==> src/rtl/seqpick_pkg.sv <==
package seqpick_pkg;

    function automatic int tid_width(input int nthr);
        return (nthr > 1) ? $clog2(nthr) : 1;
    endfunction

endpackage

==> src/rtl/seqpick_scan.sv <==
module seqpick_scan #(
    parameter int NTHR     = 4,
    parameter int SEQ_W    = 32,
    parameter int TID_W    = 2,
    parameter bit PICK_MAX = 1'b0
) (
    input  logic [NTHR-1:0]       elig,
    input  logic [NTHR*SEQ_W-1:0] seq,
    output logic                  vld,
    output logic [TID_W-1:0]      tid
);

    logic [SEQ_W-1:0] best;
    logic [NTHR-1:0]  beats;

    // Strict comparison per thread against the running candidate is
    // resolved inside the scan; the variant chooses the direction.
    always_comb begin
        vld   = 1'b0;
        tid   = '0;
        best  = '0;
        beats = '0;
        for (int i = 0; i < NTHR; i++) begin
            if (PICK_MAX) beats[i] = seq[i*SEQ_W +: SEQ_W] > best;
            else          beats[i] = seq[i*SEQ_W +: SEQ_W] < best;
            if (elig[i] && (!vld || beats[i])) begin
                vld  = 1'b1;
                tid  = TID_W'(i);
                best = seq[i*SEQ_W +: SEQ_W];
            end
        end
    end

endmodule

==> src/rtl/seqpick_commit.sv <==
module seqpick_commit #(
    parameter int NTHR = 4
) (
    input  logic [NTHR-1:0] elig,
    input  logic [NTHR-1:0] head_ready,
    output logic            commit_ok
);

    assign commit_ok = |(elig & head_ready);

endmodule

==> src/rtl/seqpick_top.sv <==
module seqpick_top #(
    parameter int NTHR    = 4,
    parameter int SEQ_W   = 32,
    parameter bit REG_OUT = 1'b1,
    localparam int TID_W  = seqpick_pkg::tid_width(NTHR)
) (
    input  logic                  clk,
    input  logic                  rst_n,
    input  logic [NTHR-1:0]       active,
    input  logic [NTHR-1:0]       nonempty,
    input  logic [NTHR-1:0]       head_ready,
    input  logic [NTHR*SEQ_W-1:0] head_seq,
    input  logic [NTHR*SEQ_W-1:0] tail_seq,
    output logic                  old_vld,
    output logic [TID_W-1:0]      old_tid,
    output logic                  yng_vld,
    output logic [TID_W-1:0]      yng_tid,
    output logic                  commit_ok
);

    typedef struct packed {
        logic             old_vld;
        logic [TID_W-1:0] old_tid;
        logic             yng_vld;
        logic [TID_W-1:0] yng_tid;
        logic             commit_ok;
    } sel_t;

    logic [NTHR-1:0]  elig;
    logic             o_vld_c, y_vld_c, cm_c;
    logic [TID_W-1:0] o_tid_c, y_tid_c;
    sel_t             sel_d, sel_q;

    assign elig = active & nonempty;

    seqpick_scan #(.NTHR(NTHR), .SEQ_W(SEQ_W), .TID_W(TID_W), .PICK_MAX(1'b0)) u_old (
        .elig(elig), .seq(head_seq), .vld(o_vld_c), .tid(o_tid_c)
    );

    seqpick_scan #(.NTHR(NTHR), .SEQ_W(SEQ_W), .TID_W(TID_W), .PICK_MAX(1'b1)) u_yng (
        .elig(elig), .seq(tail_seq), .vld(y_vld_c), .tid(y_tid_c)
    );

    seqpick_commit #(.NTHR(NTHR)) u_cm (
        .elig(elig), .head_ready(head_ready), .commit_ok(cm_c)
    );

    always_comb begin
        sel_d           = '0;
        sel_d.old_vld   = o_vld_c;
        sel_d.old_tid   = o_tid_c;
        sel_d.yng_vld   = y_vld_c;
        sel_d.yng_tid   = y_tid_c;
        sel_d.commit_ok = cm_c;
    end

    always_ff @(posedge clk) begin
        if (!rst_n) sel_q <= '0;
        else        sel_q <= sel_d;
    end

    sel_t sel_o;
    generate
        if (REG_OUT) begin : g_reg
            assign sel_o = sel_q;
        end else begin : g_comb
            assign sel_o = sel_d;
        end
    endgenerate

    assign old_vld   = sel_o.old_vld;
    assign old_tid   = sel_o.old_tid;
    assign yng_vld   = sel_o.yng_vld;
    assign yng_tid   = sel_o.yng_tid;
    assign commit_ok = sel_o.commit_ok;

    // Assertions on the scan results against the raw inputs
    a_r1_old_elig: assert property (@(posedge clk) disable iff (!rst_n)
        o_vld_c |-> (active[o_tid_c] && nonempty[o_tid_c]));
    a_r1_yng_elig: assert property (@(posedge clk) disable iff (!rst_n)
        y_vld_c |-> (active[y_tid_c] && nonempty[y_tid_c]));
    a_r4_none_invalid: assert property (@(posedge clk) disable iff (!rst_n)
        ((active & nonempty) == '0) |-> (!o_vld_c && !y_vld_c));
    a_r6_commit_has_head: assert property (@(posedge clk) disable iff (!rst_n)
        cm_c |-> o_vld_c);
    a_r7_reg_follows: assert property (@(posedge clk) disable iff (!rst_n)
        REG_OUT |=> (old_vld == $past(o_vld_c) && yng_vld == $past(y_vld_c)));

    generate
        for (genvar g = 0; g < NTHR; g++) begin : g_chk
            a_r2_old_min: assert property (@(posedge clk) disable iff (!rst_n)
                (o_vld_c && elig[g]) |->
                (head_seq[g*SEQ_W +: SEQ_W] >= head_seq[o_tid_c*SEQ_W +: SEQ_W]));
            a_r3_yng_max: assert property (@(posedge clk) disable iff (!rst_n)
                (y_vld_c && elig[g]) |->
                (tail_seq[g*SEQ_W +: SEQ_W] <= tail_seq[y_tid_c*SEQ_W +: SEQ_W]));
        end
    endgenerate

endmodule

==> config.mk <==
export PLATFORM = sky130hd
export DESIGN_NAME = seqpick_top
export DESIGN_NICKNAME = d
export VERILOG_FILES = /design/src/rtl/seqpick_pkg.sv /design/src/rtl/seqpick_scan.sv /design/src/rtl/seqpick_commit.sv /design/src/rtl/seqpick_top.sv
export SDC_FILE = /design/constraint.sdc
export NUM_CORES = 1
export LEC_CHECK = 0
export ABC_AREA = 0
export ABC_CLOCK_PERIOD_IN_PS = 17800
export BUFFER_PORTS_ARGS = -buffer_cell sky130_fd_sc_hd__buf_2
export CAP_MARGIN = 40
export CORE_UTILIZATION = 25
export DETAILED_ROUTE_END_ITERATION = 16
export SYNTH_ARGS = -nofsm -noshare
export SYNTH_HDL_FRONTEND = slang
export SYNTH_SLANG_ARGS = --single-unit
==> constraint.sdc <==
create_clock -name clk -period 17.8 [get_ports clk]
set_input_delay 0.89 -clock clk [delete_from_list [all_inputs] [get_ports clk]]
set_output_delay 0.89 -clock clk [all_outputs]
set_load 0.02 [all_outputs]
==> results.yml, run 1 <==
outcome:
  status: "completed"
sta:
  rsz0062_at_grt: "no"
  period_minus_slack_ns: 9.14
  final.setup.worst_slack_ns: 8.66
  worst_pin_slew_ns: 0.740
  finalCritPeriodShare_pct: 51.3
  worst_slew_margin_rel_pct: 50.2
  slew_viol_final: 0
  fmax_mhz: 109
  setup_violations: 0
  hold_viol_final: 0
  tns_ns: 0
route:
  via_count: 7376
  ant_nets: 0
  drc: 0
  drt-total-wl_um: 25400
  firstDrtPassIters: 5
  wire_per_inst_um: 17.4
  initialDrtViolationCount: 337
  via_per_inst: 5.06
clock_network:
  cts_inserted_buffers: 3
  cts_max_level: 1
  cts_hold_buf: 0
  ctsResizeCount: 0
  cts_root_buf: "clkbuf_16"
  cts_sinks: 6
  cts_tree: "yes"
  clk_pin_slew_ns: 0.04
  post_cts_buffers: 0
  cts_buffer_depth: 2
hold_path:
  holdPathStages: 3
  min_to: "commit_ok$_SDFF_PN0_"
  min-delay-start: "head_ready[0]"
  hold_class: "in -> reg"
final_layout:
  instances_no_fill: 1459
  multi_input_area_um2: 6130
  regArea_um2: 120
  nets: 1574
  drive_gt1_share_pct: 32.3
  fillers: 2916
  synthToLayoutAreaGrowth_pct: 26.1
  utilization_pct: 32.0
placed_design:
  dpl.hpwl_um: 22500
  dp.cells: 1451
  portBuffers: 276
  gp_congestion: 0.876
  post-place-ws_ns: 8.61
grt:
  grt_max_degree: 66
  antenna_found_initial: 9
  grt_pass1_wl_um: 39000
  track_usage_pct: 17.5
  grt_pass1_vias: 7264
  grt_overflow: 0
worst_setup_path:
  cp.arrival_ns: 9.22
  path_buf_inv: 4
  crit_fanout: 65
  crit_slowest_cell: "nor4_1"
  startpoint_type: "primary input"
  critPathMaxStageDelay_ns: 0.70
  critPathKind: "in -> reg"
  crit_required_ns: 17.88
  cp-end-kind: "register"
  cp_top_family: "simple AND/OR/NAND/NOR gates"
yosys:
  netlist_area_um2: 6820
  yosysUniqueCellTypes: 61
  synth_fp_nets: 1315
  syn_inst: 856
  ys_ff_latch: 6
  avgSynthCellArea_um2: 7.96
  synth_enable_flop_cells: 0
  yosys_warnings: 0
  ys_seq_area_share_pct: 1.76
  synth-main-ff-cell: "dfxtp_1"
  synthArstFlopShare_pct: 0
run:
  max_cap_violations: 0
power:
  power.share.combinational_pct: 82.1
  seqPwrFrac_pct: 5.1
  power.share.clock_pct: 12.9
  p_sw_w: 0.000142
  ir_drop_mv: 0.0179
  swShare_pct: 46.5
  power_density_nw_per_um2: 35.6
  internal-power_w: 0.000164
  p_leak_nw: 4.42
floorplan:
  num_io_pins: 277
  initial_core_util_pct: 25.4
  die_y_um: 167
  num_rows: 60
  fp.dieW_um: 167
  dieArea_um2: 27900
  core_um2: 26900
## power groups by stage
stage,logic [W],registers [W],clock network [W]
6_report,0.000251,0.0000155,0.0000395
5_1_grt,0.000283,0.0000156,0.0000408
4_1_cts,0.000252,0.0000156,0.0000408
3_5_place_dp,0.000250,0.0000157,0
3_3_place_gp,0.000246,0.0000159,0
2_1_floorplan,0.000167,0.0000170,0
## per-stage QoR
| stage | hold slack [ns] | area (um2) | total power, W |
|---|---|---|---|
| floorplan | 1.01 | 6820 | 0.000184 |
| global placement | 1.18 | 8490 | 0.000262 |
| detailed placement | 1.19 | 8510 | 0.000266 |
| CTS | 0.950 | 8580 | 0.000308 |
| global route | 0.995 | 8590 | 0.000339 |
| finish | 0.957 | 8590 | 0.000306 |
## cells in the mapped netlist (3+ instances only)
cell type,count,share of area [%]
a32o_1,31,4.6
nor3_1,13,0.95
nor2b_1,15,1.4
dfxtp_1,6,1.8
and2_1,3,0.28
buf_6,5,0.83
nor4_1,6,0.55
nand2_1,91,5.0
o211ai_1,9,0.99
mux2_4,28,6.2
or3_1,4,0.37
clkbuf_1,13,0.72
buf_1,4,0.22
o21a_1,13,1.4
buf_2,3,0.22
a32oi_1,3,0.39
buf_12,3,0.88
a211o_1,4,0.51
inv_1,101,5.6
and3_1,10,0.92
a211oi_1,10,1.1
o21ai_0,28,2.1
a21oi_1,47,3.5
and4_1,4,0.51
a21o_1,26,2.9
mux2i_1,31,4.6
o31ai_1,3,0.33
nand4_1,32,2.9
mux2_2,34,5.6
ha_1,189,35
nand3_1,17,1.2
nand2b_1,4,0.37
nor2_1,31,1.7
## layout make-up
cell class	count	area share (%)
inverters	101	4.41
diodes	5	0.146
clock buffers	3	0.873
flip-flops and latches	6	1.40
multi-input cells	720	71.4
repair buffers	283	16.8
well taps	341	4.96
## kinds of logic after synthesis
family                   after synthesis  share of synthesized area (%)
buffers and inverters                130                           8.54
multiplexers                          93                           16.3
adder cells (fa/ha/maj)              189                           34.7
flip-flops                             6                           1.76
AND/OR/NAND/NOR                      235                           16.9
AO/OA/AOI/OAI                        203                           21.8
## cells in the final DEF (no fill, tap or decap), drive strengths merged, types with 3 or more instances in the layout
| master | netlist | routed |
|---|---|---|
| diode | 0 | 5 |
| clkbuf | 13 | 3 |
| nor2 | 31 | 31 |
| nand4 | 32 | 32 |
| o31ai | 3 | 3 |
| dfxtp | 6 | 6 |
| mux2 | 62 | 62 |
| nand3 | 17 | 17 |
| a32o | 32 | 32 |
| and2 | 3 | 3 |
| nor3 | 13 | 13 |
| and3 | 10 | 10 |
| a21oi | 47 | 47 |
| a211oi | 10 | 10 |
| or3 | 4 | 4 |
| o211ai | 9 | 9 |
| ha | 189 | 189 |
| inv | 101 | 101 |
| a211o | 4 | 4 |
| o21ai | 29 | 29 |
| and4 | 4 | 4 |
| nor4 | 6 | 6 |
| a32oi | 3 | 3 |
| nand2b | 4 | 4 |
| mux2i | 31 | 31 |
| nand2 | 91 | 91 |
| nor2b | 15 | 15 |
| buf | 16 | 283 |
| a2111oi | 4 | 4 |
| a21o | 26 | 26 |
| o21a | 13 | 13 |
## layer usage
metal / up-vias / GRT usage (%) / routed length (um)
met2: 201 / 30.7 / 12200
met5: - / 0 / 47
met3: 26 / 2.41 / 1190
li1: 3745 / - / -
met1: 3396 / 22.6 / 11600
met4: 8 / 4.03 / 439
## flip-flops by register name, summed over array words and instances, names as in the netlist
signal	cells
yng_tid	2
yng_vld	1
commit_ok	1
old_tid	2
## worst max path at each step
stage | start | end | slack, ns | depth (start not counted)
CTS | active[0] | old_tid[0]$_SDFF_PN0_ | 8.80 | 32
floorplan | active[0] | yng_tid[0]$_SDFF_PN0_ | 10.06 | 33
finish | active[0] | old_tid[0]$_SDFF_PN0_ | 8.66 | 32
global route | nonempty[0] | old_tid[0]$_SDFF_PN0_ | 8.01 | 32
global placement | active[0] | old_tid[0]$_SDFF_PN0_ | 8.86 | 31
detailed placement | active[0] | old_tid[0]$_SDFF_PN0_ | 8.61 | 32
Power figures use the tool's default switching activity.
==> inputs of run 2 (changes only) <==
--- a/config.mk
+++ b/config.mk
@@ -6,7 +6,7 @@
 export NUM_CORES = 1
 export LEC_CHECK = 0
 export ABC_AREA = 0
-export ABC_CLOCK_PERIOD_IN_PS = 17800
+export ABC_CLOCK_PERIOD_IN_PS = 8800
 export BUFFER_PORTS_ARGS = -buffer_cell sky130_fd_sc_hd__buf_2
 export CAP_MARGIN = 40
 export CORE_UTILIZATION = 25
==> constraint.sdc (replaced) <==
create_clock -name clk -period 8.8 [get_ports clk]
set_input_delay 0.44 -clock clk [delete_from_list [all_inputs] [get_ports clk]]
set_output_delay 0.44 -clock clk [all_outputs]
set_load 0.02 [all_outputs]
==> run 2 against run 1 <==
Combinational power up 100%. Largest cell class unchanged. Non-clock buffer count up 3. Worst setup slack worse by 7.9 ns. Highest routed layer unchanged. Sequential share of layout area about the same. Critical path type unchanged. Wire length up 0.11%. Total power up 100%. Flip-flop and latch count unchanged. Via count up 1.2%. Global-route usage down 0.19 points. Worst hold slack worse by 0.44 ns. Clock-buffer cell count unchanged. Sequential power up 100%.
==> results.yml, run 2 (synthesized netlist as in run 1, its figures left out) <==
final_layout:
  layout_common_cells: "276 x buf_2, 189 x ha_1, 101 x inv_1, 91 x nand2_1, 47 x a21oi_1"
  nets: 1577
  stdcell_area_um2: 8600
  drive_gt1_share_pct: 32.5
  final_common_cell: "buf_2"
  utilization_pct: 32.0
  synthToLayoutAreaGrowth_pct: 26.2
  regArea_um2: 120
  fillers: 2907
  multi_input_area_um2: 6130
power:
  p_leak_nw: 4.43
  power_density_nw_per_um2: 71.4
  power.share.combinational_pct: 82.8
  seqPwrFrac_pct: 5.1
  power.share.clock_pct: 12.1
  ir_drop_mv: 0.0412
  internal-power_w: 0.000331
  swShare_pct: 46.2
  p_sw_w: 0.000284
placed_design:
  post-place-ws_ns: 0.652
  dpl.hpwl_um: 22900
  dpl_cell_area_um2: 8520
  portBuffers: 276
  gp_congestion: 0.866
sta:
  slew_viol_final: 0
  tns_ns: 0
  fmax_mhz: 125
  worst_slew_margin_rel_pct: 47.7
  period_minus_slack_ns: 7.99
  rsz0062_at_grt: "no"
  worst_pin_slew_ns: 0.784
  hold_viol_final: 0
  setup_violations: 0
  final.setup.worst_slack_ns: 0.812
  finalCritPeriodShare_pct: 90.8
floorplan:
  num_rows: 60
  initial_core_util_pct: 25.4
  dieArea_um2: 27900
  fp.dieW_um: 167
  core_um2: 26900
  die_y_um: 167
  num_io_pins: 277
clock_network:
  cts_hold_buf: 0
  cts_buffer_depth: 2
  cts_inserted_buffers: 3
  clk_pin_slew_ns: 0.03
  post_cts_buffers: 0
  cts_root_buf: "clkbuf_16"
  ctsResizeCount: 0
  cts_max_level: 1
  cts_sinks: 6
  cts_tree: "yes"
grt:
  antenna_found_initial: 8
  track_usage_pct: 17.4
  grt_max_degree: 35
  grt_pass1_vias: 7264
  grt_pass1_wl_um: 38500
  grt_overflow: 0
route:
  via_per_inst: 5.11
  ant_nets: 0
  drc: 0
  wire_per_inst_um: 17.4
  initialDrtViolationCount: 336
  drt-total-wl_um: 25500
  firstDrtPassIters: 4
  via_count: 7465
outcome:
  status: "completed"
worst_setup_path:
  crit_slowest_cell: "nor4_1"
  critPathMaxStageDelay_ns: 0.66
  critPathKind: "in -> reg"
  crit_fanout: 34
  crit_required_ns: 8.88
  cp-end-kind: "register"
  startpoint_type: "primary input"
  cp.arrival_ns: 8.07
run:
  max_cap_violations: 0
hold_path:
  hold_class: "in -> reg"
[run 2: final timing paths]
check	from	end	slack [ns]	depth (start not counted)
worst max-delay path	active[0]	old_tid[0]$_SDFF_PN0_	0.81	30
worst min-delay path	head_ready[0]	commit_ok$_SDFF_PN0_	0.51	3
[run 2: worst max-delay path, delay by kind of cell]
family / cells / cell delay, ns
and+or+nand+nor: 10 / 2.25
muxes: 2 / 0.71
AOI/OAI and AO/OA: 11 / 2.63
buffers and inverters: 4 / 1.07
adders and majority gates: 3 / 0.92
[run 2: metrics by stage]
stage | instances | hold slack, ns | total power, W
after floorplan | 856 | 0.557 | 0.000371
after global placement | 1454 | 0.729 | 0.000533
after detailed placement | 1454 | 0.727 | 0.000539
after CTS | 1457 | 0.513 | 0.000618
after global routing | 1461 | 0.547 | 0.000679
final | 1462 | 0.513 | 0.000615
[run 2: power by group through the flow]
stage | registers, W | clock network (W) | logic [W]
after global routing | 0.0000314 | 0.0000772 | 0.000570
after detailed placement | 0.0000316 | 0 | 0.000507
final | 0.0000313 | 0.0000744 | 0.000509
after floorplan | 0.0000345 | 0 | 0.000337
after global placement | 0.0000316 | 0 | 0.000502
after CTS | 0.0000313 | 0.0000755 | 0.000511
[run 2: final cells by class]
cell class,count,area share [%]
diodes,5,0.145
flip-flops and latches,6,1.40
well taps,341,4.96
clock buffers,3,0.872
repair buffers,286,16.9
inverters,101,4.41
multi-input cells,720,71.3
[run 2: routing by layer]
metal | part of all wire [%] | track usage, % | wire length, um | vias to the layer above
met4 | 2.1 | 4.51 | 546 | 4
met2 | 47 | 30.1 | 12100 | 228
met5 | 0.090 | 0 | 23 | -
li1 | - | - | - | 3753
met1 | 45 | 22.3 | 11500 | 3448
met3 | 5.2 | 2.51 | 1330 | 32
